===== src/rtl/fib_pkg.sv =====
package fib_pkg;
  typedef enum logic [1:0] {
    ADJ_NEXT_HOP = 2'd0,
    ADJ_ATTACHED = 2'd1,
    ADJ_RECEIVE  = 2'd2,
    ADJ_DROP     = 2'd3
  } adj_class_e;
endpackage


===== src/rtl/fib_table.sv =====
module fib_table
  import fib_pkg::*;
#(
  parameter int N_ENTRIES = 16,
  parameter int ADDR_W    = 32,
  parameter int LEN_W     = 6,
  parameter int ADJ_W     = 4,
  localparam int SLOT_W   = $clog2(N_ENTRIES)
) (
  input  logic                  clk_i,
  input  logic                  rst_ni,
  input  logic                  wr_en_i,
  input  logic [SLOT_W-1:0]     wr_slot_i,
  input  logic                  wr_valid_i,
  input  logic [ADDR_W-1:0]     wr_prefix_i,
  input  logic [LEN_W-1:0]      wr_len_i,
  input  adj_class_e            wr_class_i,
  input  logic [ADJ_W-1:0]      wr_adj_i,
  output logic [N_ENTRIES-1:0]  ent_valid_o,
  output logic [ADDR_W-1:0]     ent_prefix_o [N_ENTRIES],
  output logic [LEN_W-1:0]      ent_len_o    [N_ENTRIES],
  output adj_class_e            ent_class_o  [N_ENTRIES],
  output logic [ADJ_W-1:0]      ent_adj_o    [N_ENTRIES]
);
  // write capture stage: commit happens one edge after capture
  logic              pend_q;
  logic [SLOT_W-1:0] pend_slot_q;
  logic              pend_valid_q;
  logic [ADDR_W-1:0] pend_prefix_q;
  logic [LEN_W-1:0]  pend_len_q;
  adj_class_e        pend_class_q;
  logic [ADJ_W-1:0]  pend_adj_q;

  always_ff @(posedge clk_i or negedge rst_ni) begin
    if (!rst_ni) begin
      pend_q        <= 1'b0;
      pend_slot_q   <= '0;
      pend_valid_q  <= 1'b0;
      pend_prefix_q <= '0;
      pend_len_q    <= '0;
      pend_class_q  <= ADJ_NEXT_HOP;
      pend_adj_q    <= '0;
    end else begin
      pend_q <= wr_en_i;
      if (wr_en_i) begin
        pend_slot_q   <= wr_slot_i;
        pend_valid_q  <= wr_valid_i;
        pend_prefix_q <= wr_prefix_i;
        pend_len_q    <= wr_len_i;
        pend_class_q  <= wr_class_i;
        pend_adj_q    <= wr_adj_i;
      end
    end
  end

  for (genvar i = 0; i < N_ENTRIES; i++) begin : g_slot
    logic hit_slot;
    assign hit_slot = pend_q && (pend_slot_q == SLOT_W'(i));
    always_ff @(posedge clk_i or negedge rst_ni) begin
      if (!rst_ni) begin
        ent_valid_o[i]  <= 1'b0;
        ent_prefix_o[i] <= '0;
        ent_len_o[i]    <= '0;
        ent_class_o[i]  <= ADJ_NEXT_HOP;
        ent_adj_o[i]    <= '0;
      end else if (hit_slot) begin
        ent_valid_o[i]  <= pend_valid_q;
        ent_prefix_o[i] <= pend_prefix_q;
        ent_len_o[i]    <= pend_len_q;
        ent_class_o[i]  <= pend_class_q;
        ent_adj_o[i]    <= pend_adj_q;
      end
    end
  end


  commit_delay_chk: assert property (@(posedge clk_i) disable iff (!rst_ni)
    pend_q |-> $past(wr_en_i));
endmodule


===== src/rtl/fib_match.sv =====
module fib_match #(
  parameter int N_ENTRIES = 16,
  parameter int ADDR_W    = 32,
  parameter int LEN_W     = 6
) (
  input  logic [ADDR_W-1:0]    addr_i,
  input  logic [N_ENTRIES-1:0] ent_valid_i,
  input  logic [ADDR_W-1:0]    ent_prefix_i [N_ENTRIES],
  input  logic [LEN_W-1:0]     ent_len_i    [N_ENTRIES],
  output logic [N_ENTRIES-1:0] match_o
);
  function automatic logic [ADDR_W-1:0] len_mask(input logic [LEN_W-1:0] len);
    logic [ADDR_W-1:0] m;
    for (int b = 0; b < ADDR_W; b++) m[b] = ((ADDR_W - 1 - b) < int'(len));
    return m;
  endfunction

  for (genvar i = 0; i < N_ENTRIES; i++) begin : g_cmp
    assign match_o[i] = ent_valid_i[i] &&
      (((addr_i ^ ent_prefix_i[i]) & len_mask(ent_len_i[i])) == '0);
  end
endmodule


===== src/rtl/fib_select.sv =====
module fib_select
  import fib_pkg::*;
#(
  parameter int N_ENTRIES = 16,
  parameter int LEN_W     = 6,
  parameter int ADJ_W     = 4
) (
  input  logic [N_ENTRIES-1:0] match_i,
  input  logic [LEN_W-1:0]     len_i   [N_ENTRIES],
  input  adj_class_e           class_i [N_ENTRIES],
  input  logic [ADJ_W-1:0]     adj_i   [N_ENTRIES],
  output logic                 hit_o,
  output adj_class_e           class_o,
  output logic [ADJ_W-1:0]     adj_o
);
  logic [LEN_W-1:0] best_len;

  // walk from the top slot down; ">=" lets the lower slot take ties
  always_comb begin
    hit_o    = 1'b0;
    class_o  = ADJ_NEXT_HOP;
    adj_o    = '0;
    best_len = '0;
    for (int i = N_ENTRIES - 1; i >= 0; i--) begin
      if (match_i[i] && (!hit_o || len_i[i] >= best_len)) begin
        hit_o    = 1'b1;
        best_len = len_i[i];
        class_o  = class_i[i];
        adj_o    = adj_i[i];
      end
    end
  end
endmodule


===== src/rtl/fib_lookup.sv =====
module fib_lookup
  import fib_pkg::*;
#(
  parameter int N_ENTRIES = 16,
  parameter int ADDR_W    = 32,
  parameter int ADJ_W     = 4,
  localparam int SLOT_W   = $clog2(N_ENTRIES),
  localparam int LEN_W    = $clog2(ADDR_W + 1)
) (
  input  logic              clk_i,
  input  logic              rst_ni,
  input  logic              wr_en_i,
  input  logic [SLOT_W-1:0] wr_slot_i,
  input  logic              wr_valid_i,
  input  logic [ADDR_W-1:0] wr_prefix_i,
  input  logic [LEN_W-1:0]  wr_len_i,
  input  logic [1:0]        wr_class_i,
  input  logic [ADJ_W-1:0]  wr_adj_i,
  input  logic              lk_valid_i,
  output logic              lk_ready_o,
  input  logic [ADDR_W-1:0] lk_addr_i,
  output logic              res_valid_o,
  output logic              res_hit_o,
  output logic [1:0]        res_class_o,
  output logic [ADJ_W-1:0]  res_adj_o
);
  logic [N_ENTRIES-1:0] tbl_valid;
  logic [ADDR_W-1:0]    tbl_prefix [N_ENTRIES];
  logic [LEN_W-1:0]     tbl_len    [N_ENTRIES];
  adj_class_e           tbl_class  [N_ENTRIES];
  logic [ADJ_W-1:0]     tbl_adj    [N_ENTRIES];

  fib_table #(.N_ENTRIES(N_ENTRIES), .ADDR_W(ADDR_W), .LEN_W(LEN_W), .ADJ_W(ADJ_W)) u_table (
    .clk_i, .rst_ni, .wr_en_i, .wr_slot_i, .wr_valid_i, .wr_prefix_i, .wr_len_i,
    .wr_class_i  (adj_class_e'(wr_class_i)),
    .wr_adj_i,
    .ent_valid_o (tbl_valid),
    .ent_prefix_o(tbl_prefix),
    .ent_len_o   (tbl_len),
    .ent_class_o (tbl_class),
    .ent_adj_o   (tbl_adj)
  );

  logic [N_ENTRIES-1:0] cmp_match;
  fib_match #(.N_ENTRIES(N_ENTRIES), .ADDR_W(ADDR_W), .LEN_W(LEN_W)) u_match (
    .addr_i      (lk_addr_i),
    .ent_valid_i (tbl_valid),
    .ent_prefix_i(tbl_prefix),
    .ent_len_i   (tbl_len),
    .match_o     (cmp_match)
  );

  logic ready_q;
  logic accept;
  assign lk_ready_o = ready_q;
  assign accept     = lk_valid_i && ready_q;

  always_ff @(posedge clk_i or negedge rst_ni) begin
    if (!rst_ni) ready_q <= 1'b0;
    else         ready_q <= 1'b1;
  end

  // stage 1: match vector plus snapshot of the fields the reduction needs
  logic                 s1_valid_q;
  logic [N_ENTRIES-1:0] s1_match_q;
  logic [LEN_W-1:0]     s1_len_q   [N_ENTRIES];
  adj_class_e           s1_class_q [N_ENTRIES];
  logic [ADJ_W-1:0]     s1_adj_q   [N_ENTRIES];

  always_ff @(posedge clk_i or negedge rst_ni) begin
    if (!rst_ni) begin
      s1_valid_q <= 1'b0;
      s1_match_q <= '0;
    end else begin
      s1_valid_q <= accept;
      if (accept) s1_match_q <= cmp_match;
    end
  end

  for (genvar i = 0; i < N_ENTRIES; i++) begin : g_snap
    always_ff @(posedge clk_i or negedge rst_ni) begin
      if (!rst_ni) begin
        s1_len_q[i]   <= '0;
        s1_class_q[i] <= ADJ_NEXT_HOP;
        s1_adj_q[i]   <= '0;
      end else if (accept) begin
        s1_len_q[i]   <= tbl_len[i];
        s1_class_q[i] <= tbl_class[i];
        s1_adj_q[i]   <= tbl_adj[i];
      end
    end


    entry_invalid_chk: assert property (@(posedge clk_i) disable iff (!rst_ni)
      (accept && !tbl_valid[i]) |=> !s1_match_q[i]);
  end

  logic             sel_hit;
  adj_class_e       sel_class;
  logic [ADJ_W-1:0] sel_adj;

  fib_select #(.N_ENTRIES(N_ENTRIES), .LEN_W(LEN_W), .ADJ_W(ADJ_W)) u_select (
    .match_i (s1_match_q),
    .len_i   (s1_len_q),
    .class_i (s1_class_q),
    .adj_i   (s1_adj_q),
    .hit_o   (sel_hit),
    .class_o (sel_class),
    .adj_o   (sel_adj)
  );

  // stage 2: registered result
  always_ff @(posedge clk_i or negedge rst_ni) begin
    if (!rst_ni) begin
      res_valid_o <= 1'b0;
      res_hit_o   <= 1'b0;
      res_class_o <= '0;
      res_adj_o   <= '0;
    end else begin
      res_valid_o <= s1_valid_q;
      if (s1_valid_q) begin
        res_hit_o   <= sel_hit;
        res_class_o <= sel_class;
        res_adj_o   <= sel_adj;
      end
    end
  end


  result_latency_chk: assert property (@(posedge clk_i) disable iff (!rst_ni)
    res_valid_o == $past(lk_valid_i && lk_ready_o, 2));


  miss_zero_chk: assert property (@(posedge clk_i) disable iff (!rst_ni)
    (res_valid_o && !res_hit_o) |-> (res_class_o == 2'd0 && res_adj_o == '0));


  ready_hold_chk: assert property (@(posedge clk_i) disable iff (!rst_ni)
    lk_ready_o |=> lk_ready_o);
endmodule


===== config.mk =====
export PLATFORM = sky130hd
export DESIGN_NAME = fib_lookup
export DESIGN_NICKNAME = d
export VERILOG_FILES = /design/src/rtl/fib_pkg.sv /design/src/rtl/fib_table.sv /design/src/rtl/fib_match.sv /design/src/rtl/fib_select.sv /design/src/rtl/fib_lookup.sv
export SDC_FILE = /design/constraint.sdc
export NUM_CORES = 2
export LEC_CHECK = 0
export BUFFER_PORTS_ARGS = -buffer_cell sky130_fd_sc_hd__buf_2
export CORE_UTILIZATION = 55
export CTS_CLUSTER_DIAMETER = 80
export DETAILED_ROUTE_END_ITERATION = 8
export HOLD_SLACK_MARGIN = 0.02
export PLACE_DENSITY = 0.74
export SYNTH_ARGS = -nofsm -noshare
export SYNTH_HDL_FRONTEND = slang
export SYNTH_HIERARCHICAL = 1
export SYNTH_SLANG_ARGS = --single-unit

===== constraint.sdc =====
create_clock -name clk_i -period 26.3 [get_ports clk_i]
set_input_delay 5.26 -clock clk_i [delete_from_list [all_inputs] [get_ports clk_i]]
set_output_delay 5.26 -clock clk_i [all_outputs]
set_load 0.02 [all_outputs]

# ---- Yosys cells after proc, flatten, opt, wreduce, memory -nomap -nowiden
# Cells that the tools add are included.
dict set report classes {
  n_lt_le_gt_ge 527
  n_eq_ne 15
  muxes 63
  bitwise_logic 32
  n_reduce_logical 95
}
# operator n
set ops {}
lappend ops {{less-than comparator 5 x 6 -> 1 bit, first input constant} 256}
lappend ops {{less-than comparator 4 x 6 -> 1 bit, first input constant} 128}
lappend ops {{AND 32 bit} 16}
lappend ops {{logical NOT 32 bit} 16}
lappend ops {{bitwise XOR 32 bit} 16}
lappend ops {{less-than comparator 3 x 6 -> 1 bit, first input constant} 64}
lappend ops {{less-than comparator 1 x 6 -> 1 bit, first input constant} 32}
lappend ops {{less-than comparator 2 x 6 -> 1 bit, first input constant} 32}
lappend ops {{>= comparator 6 bit} 15}
lappend ops {{two-way mux 6 bit} 15}
lappend ops {{two-way mux 4 bit} 16}
lappend ops {{logical AND 1 bit} 48}
lappend ops {{equality test 4 bit, second input constant} 8}
lappend ops {{two-way mux 2 bit} 16}
lappend ops {{equality test 4 x 3 -> 1 bit, second input constant} 4}
lappend ops {{two-way mux 1 bit} 16}
lappend ops {{logical NOT 1 bit} 15}
lappend ops {{logical OR 1 bit} 15}
lappend ops {{equality test 4 x 2 -> 1 bit, second input constant} 2}
lappend ops {{equality test 4 x 1 -> 1 bit, second input constant} 1}
lappend ops {{logical NOT 4 bit} 1}
dict set report totals {
  reg_bits 988
  inputBits 85
  out_inout_bits 9
  wordCells 874
}

# ---- Logic depth before layout (Yosys ltp)
dict set report depth {
  depth_word 61
  ltp_mapped 138
  depth_no_buf 128
}

# ---- Modules after synthesis
# Netlist, hierarchy kept.
# module instances cells_per_inst area_each_um2 seq_area_each_um2
set modules_own_cells {}
lappend modules_own_cells {fib_table 1 1685 28616.2 19268.5}
lappend modules_own_cells {fib_match 1 1785 11710.0 0.0}
lappend modules_own_cells {fib_lookup 1 459 8085.3 5455.2}
lappend modules_own_cells {fib_select 1 685 4852.2 0.0}

# ---- Worst setup path after synthesis
# OpenSTA, ideal clock, no wires.
dict set report synth_path {
  path_type {register -> register}
  start {reg s1_match_q[15]}
  end {reg res_adj_o[0]}
  setup_time_ps 125
  t_arrival_ps 26222
  required_time_ps 26175
  path_slack_ps -47
  path_stages_with_launch 132
  n_path_buf 14
  period_less_slack_ps 26347
  path_cell_list {dfrtp_1 > clkbuf_1 > nand2_1 > ha_1 > nand3_1 > a41oi_1 > a21o_1 > clkbuf_1 > a21boi_0 > ha_1 > a21oi_1 > o21ai_0 > a221oi_2 > clkbuf_1 > buf_1 > o21ai_0 > ha_1 > a211o_1 > [... 96 more ...] > a21oi_1 > nor2b_1 > o31a_1 > clkbuf_1 > mux2_2 > ha_1 > nand2b_1 > a21oi_1 > nor2b_1 > o21ai_0 > nand2b_1 > a21oi_1 > nor2b_1 > o31a_1 > clkbuf_1 > nor3b_1 > a221oi_1 > mux2_2}
}
dict set report synth_between {
  elab_chain_len 61
  word_cells_on_any_way 106
  classes_between {order compare: 15; mux: 46; reduce/logical: 45}
}
# item line
set synth_rtl {}
lappend synth_rtl {{start: declaration} fib_lookup.sv:65} ;# logic [N_ENTRIES-1:0] s1_match_q;
lappend synth_rtl {{start signal: assignment} fib_lookup.sv:76} ;# if (accept) s1_match_q <= cmp_match;
lappend synth_rtl {{two-way mux 6 bit / two-way mux 1 bit (equally long branches)} fib_select.sv:25} ;# if (match_i[i] && (!hit_o || len_i[i] >= best_len)) begin
lappend synth_rtl {{>= comparator 6 bit / logical NOT 1 bit (equally long branches)} fib_select.sv:25}
lappend synth_rtl {{logical OR 1 bit} fib_select.sv:25}
lappend synth_rtl {{logical AND 1 bit} fib_select.sv:25}
lappend synth_rtl {{two-way mux 6 bit / two-way mux 1 bit (equally long branches)} fib_select.sv:25}
lappend synth_rtl {{>= comparator 6 bit / logical NOT 1 bit (equally long branches)} fib_select.sv:25}
lappend synth_rtl {{logical OR 1 bit} fib_select.sv:25}
lappend synth_rtl {{logical AND 1 bit} fib_select.sv:25}
lappend synth_rtl {{[... 46 more ...]} -}
lappend synth_rtl {{logical OR 1 bit} fib_select.sv:25}
lappend synth_rtl {{logical AND 1 bit} fib_select.sv:25}
lappend synth_rtl {{two-way mux 6 bit / two-way mux 1 bit (equally long branches)} fib_select.sv:25}
lappend synth_rtl {{>= comparator 6 bit / logical NOT 1 bit (equally long branches)} fib_select.sv:25}
lappend synth_rtl {{logical OR 1 bit} fib_select.sv:25}
lappend synth_rtl {{logical AND 1 bit} fib_select.sv:25}
lappend synth_rtl {{two-way mux 4 bit (*)} fib_select.sv:25}
lappend synth_rtl {{net sel_adj[0]} fib_lookup.sv:100} ;# logic [ADJ_W-1:0] sel_adj;
lappend synth_rtl {{end signal: assignment} fib_lookup.sv:124} ;# res_adj_o <= sel_adj;
lappend synth_rtl {{end: declaration} fib_lookup.sv:25} ;# output logic [ADJ_W-1:0] res_adj_o
# Mark *: on every way through the listed nets, which the timed path passes. The rest lies on a longest branch.
# A chain may end at the register's enable or synchronous reset.

# ---- Worst setup path after layout
dict set report layout_path {
  start {reg s1_match_q[15]}
  end {reg res_class_o[0]}
}
dict set report layout_between {
  elab_chain_len 61
  word_cells_on_any_way 106
  classes_between {order compare: 15; mux: 46; reduce/logical: 45}
}
# item line
set layout_rtl {}
lappend layout_rtl {{two-way mux 6 bit / two-way mux 1 bit (equally long branches)} fib_select.sv:25}
lappend layout_rtl {{>= comparator 6 bit / logical NOT 1 bit (equally long branches)} fib_select.sv:25}
lappend layout_rtl {{logical OR 1 bit} fib_select.sv:25}
lappend layout_rtl {{logical AND 1 bit} fib_select.sv:25}
lappend layout_rtl {{two-way mux 6 bit / two-way mux 1 bit (equally long branches)} fib_select.sv:25}
lappend layout_rtl {{>= comparator 6 bit / logical NOT 1 bit (equally long branches)} fib_select.sv:25}
lappend layout_rtl {{logical OR 1 bit} fib_select.sv:25}
lappend layout_rtl {{logical AND 1 bit} fib_select.sv:25}
lappend layout_rtl {{[... 46 more ...]} -}
lappend layout_rtl {{logical OR 1 bit} fib_select.sv:25}
lappend layout_rtl {{logical AND 1 bit} fib_select.sv:25}
lappend layout_rtl {{two-way mux 6 bit / two-way mux 1 bit (equally long branches)} fib_select.sv:25}
lappend layout_rtl {{>= comparator 6 bit / logical NOT 1 bit (equally long branches)} fib_select.sv:25}
lappend layout_rtl {{logical OR 1 bit} fib_select.sv:25}
lappend layout_rtl {{logical AND 1 bit} fib_select.sv:25}
lappend layout_rtl {{two-way mux 2 bit (*)} fib_select.sv:25}
lappend layout_rtl {{net sel_class[0]} fib_lookup.sv:99} ;# adj_class_e sel_class;
lappend layout_rtl {{end signal: assignment} fib_lookup.sv:123} ;# res_class_o <= sel_class;
lappend layout_rtl {{end: declaration} fib_lookup.sv:24} ;# output logic [1:0] res_class_o,
# Marks and branches as above.

==> flow_summary.toml <==
[power_and_ir_drop]
power_leakage_nw = 24.7
power.density_nw_per_um2 = 107
peakVddDrop_mv = 0.0614

[synthesis]
yosys_warnings = 6
synth-async-reset-ratio_pct = 100
ys_seq_elements = 988
synth.distinct_cells = 104
synth_area_per_cell_um2 = 11.5
ys.flop_type = "dfrtp_1"
yosysMostFrequentCell = "dfrtp_1"
synthesis.nets = 4773
yosys.area_share.simple_pct = 6.77
yosysTopAreaCellShare_pct = 46.4
muxShareOfSynthArea_pct = 22.3
ys_seq_area_share_pct = 46.4
synth_area_um2 = 53300
syn_inst = 4614
synth_compound_area_share_pct = 10.5
synth_fa_ha_area_share_pct = 2.04
synth_xor_area_share_pct = 8.42
synth_area_leaders = "dfrtp_1, mux2_2, xor2_1"
synth_edf_count = 0
synth_top_area_cell = "dfrtp_1"
synth_top_family_by_area = "multiplexers"
ys_top_cells_by_count = "dfrtp_1, mux2_2, xor2_1"

[grt]
grt_max_degree = 162
antenna_found_initial = 14
grt_pass1_wl_mm = 244
grt_pass1_vias = 37400
track_usage_pct = 33.5
gr-total-overflow = 0

[cells_and_area]
nets = 4751
syn_to_final_growth_pct = 9.27
final_util_pct = 61.0
fillers = 7796
drive_gt1_share_pct = 29.6

[placement]
dpl.hpwl_mm = 101
io_buffers = 93
place_congestion = 0.920

[setup_path]
crit_start = "s1_match_q[15]"
r2r_slack_ns = 1.60
cp_max_fo = 23
crit_top_cell = "ha_1"
cpMaxStageDelayCell = "or3_4"
crit_arrival_ns = 25.26
endpoint_kind = "flip-flop"
timing.rr.start = "s1_match_q[15]"
crit_type = "reg -> reg"
cp-start-kind = "flip-flop"
slowest_delay_ns = 0.46
crit_required_ns = 26.86

[timing]
hold_viol_final = 0
final_max_slew_viol_count = 0
tightest_slew_ns = 1.44
timing.final.crit_period_ns = 24.70
timing.final.crit_share_pct = 93.9
setup_violations = 0
fmax_mhz = 40.5
finClkSkew_ns = 0.0374
holdWs_ns = 0.490
relSlewSlack_pct = 3.98

[cts]
cts_buffers = 102
cts.sinks = 988
cts_root_buf = "clkbuf_16"
cts_tree = "done"
clk_path_buf_depth = 3
path_clk_slew_ns = 0.06
clk_latency_ns = 0.70
htreeDepth = 3

[worst_hold_path]
hold_path_class = "reg -> reg"
min_from = "u_table/ent_adj_o[28]"

[route]
vias_per_cell = 6.46
dr.pass1.iters = 6
drc = 0
wl_mm = 165
drtIter0Drc = 4069
wl_per_cell_um = 27.7
ant_nets = 0
num_vias = 38400

[die]
die_x_um = 313
die_area_um2 = 98100
initial_core_util_pct = 55.8
io_pins = 94
num_rows = 113
die_y_um = 313
coreArea_um2 = 95400

[job]
maxCapViolCount = 0

[status]
outcome = "finished clean"
## cell type report
| type | instances | area (um^2) | area share, % |
|---|---|---|---|
| well taps | 1265 | 1580 | 2.72 |
| multi-input cells | 3206 | 26900 | 46.2 |
| clock inverters | 39 | 392 | 0.673 |
| flip-flops and latches | 988 | 24700 | 42.5 |
| diodes | 9 | 22.5 | 0.0387 |
| repair buffers | 205 | 1350 | 2.32 |
| clock buffers | 143 | 2890 | 4.96 |
| inverters | 89 | 334 | 0.574 |
## timing repair
item	CTS	global route
hold endpoints to repair	0	0
gates resized for setup	4	37
endpoints found under the setup margin	6	6
pin swaps	1	7
buffers inserted	2	12
cloned	0	1
hold buffers	0	0
## metrics by stage
step | total power, mW | std cells | TNS [ns] | worst slack, ns | cell area, um^2
2_1_floorplan | 4.13 | 4614 | 0 | 0.0841 | 53300
3_3_place_gp | 4.68 | 5738 | -1.30 | -0.221 | 54600
5_1_grt | 6.57 | 5935 | -0.433 | -0.109 | 58200
4_1_cts | 6.20 | 5922 | 0 | 0.00131 | 57900
3_5_place_dp | 4.75 | 5738 | -4.46 | -0.755 | 54600
6_report | 6.25 | 5944 | 0 | 1.60 | 58200
## report_power, final
group,internal (mW),switching (mW),total [mW]
Sequential,2.14,0.763,2.90
Combinational,1.02,0.893,1.91
Clock,0.823,0.615,1.44
Total,3.98,2.27,6.25
## placed cells by master, fill, tap and decap left out, drive strengths merged, types with 15 or more instances in the layout
cell type,instances
nand3,35
inv,97
ha,74
o22ai,52
a21oi,224
o221ai,15
nor2,185
a31oi,56
nor3b,21
clkinv,20
nand4,16
nand2,151
and2,19
o21a,31
o31ai,21
dfrtp,988
a221oi,16
xor2,283
clkbuf,143
o21ai,177
nand2b,45
nor4,29
maj3,16
or2,27
a211oi,45
mux2,1032
nor2b,33
and3,23
or3,18
nor3,54
a21o,21
mux2i,23
o2111ai,18
buf,205
o211ai,23
xnor2,229
## flip-flops by register name, summed over array words and instances, names as in the netlist
register	count
u_table/pend_valid_q	1
u_table/ent_adj_o	64
u_table/pend_prefix_q	32
res_class_o	2
u_table/pend_class_q	2
res_valid_o	1
res_hit_o	1
u_table/ent_len_o	96
u_table/pend_len_q	6
u_table/pend_q	1
s1_class_q	32
u_table/ent_prefix_o	512
u_table/pend_adj_q	4
s1_len_q	96
res_adj_o	4
u_table/pend_slot_q	4
s1_adj_q	64
s1_match_q	16
u_table/ent_valid_o	16
lk_ready_o	1
s1_valid_q	1
u_table/ent_class_o	32
## cell families (layout without fill, tap and decap cells)
family | count (synthesis) | after routing
muxes | 1055 | 1055
DFF | 988 | 988
AOI/OAI and AO/OA | 850 | 850
and+or+nand+nor | 698 | 698
xor gates and xnor gates | 512 | 512
buffers and inverters | 420 | 476
adders and majority gates | 90 | 90
other | 1 | 10
## worst paths after layout
| kind | to | cells past startpoint |
|---|---|---|
| min | u_table/ent_adj_o[28] | 1 |
| min reg2reg | u_table/ent_adj_o[28] | 1 |
| max reg2reg | res_class_o[0] | 125 |
| max in group asynchronous | s1_adj_q[62] | 4 |
| min in group asynchronous | u_table/ent_prefix_o[25] | 1 |
| max | res_class_o[0] | 125 |
## worst max-delay path: cells and delay by family (launching register included)
kind                       cells  cell delay (ns)
AOI/OAI and AO/OA             60            11.13
adders and majority gates     16             4.42
buffers and inverters          6             0.97
DFF                            1             0.44
muxes                          8             2.70
and+or+nand+nor               35             4.86
## layer usage
layer  track usage (%)  share of wire [%]
met4              15.7                5.1
met2              50.2                 44
met1              47.2                 42
met5                 0              0.027
met3              5.88                8.5
Note: power is estimated with default switching activity, not from simulation.
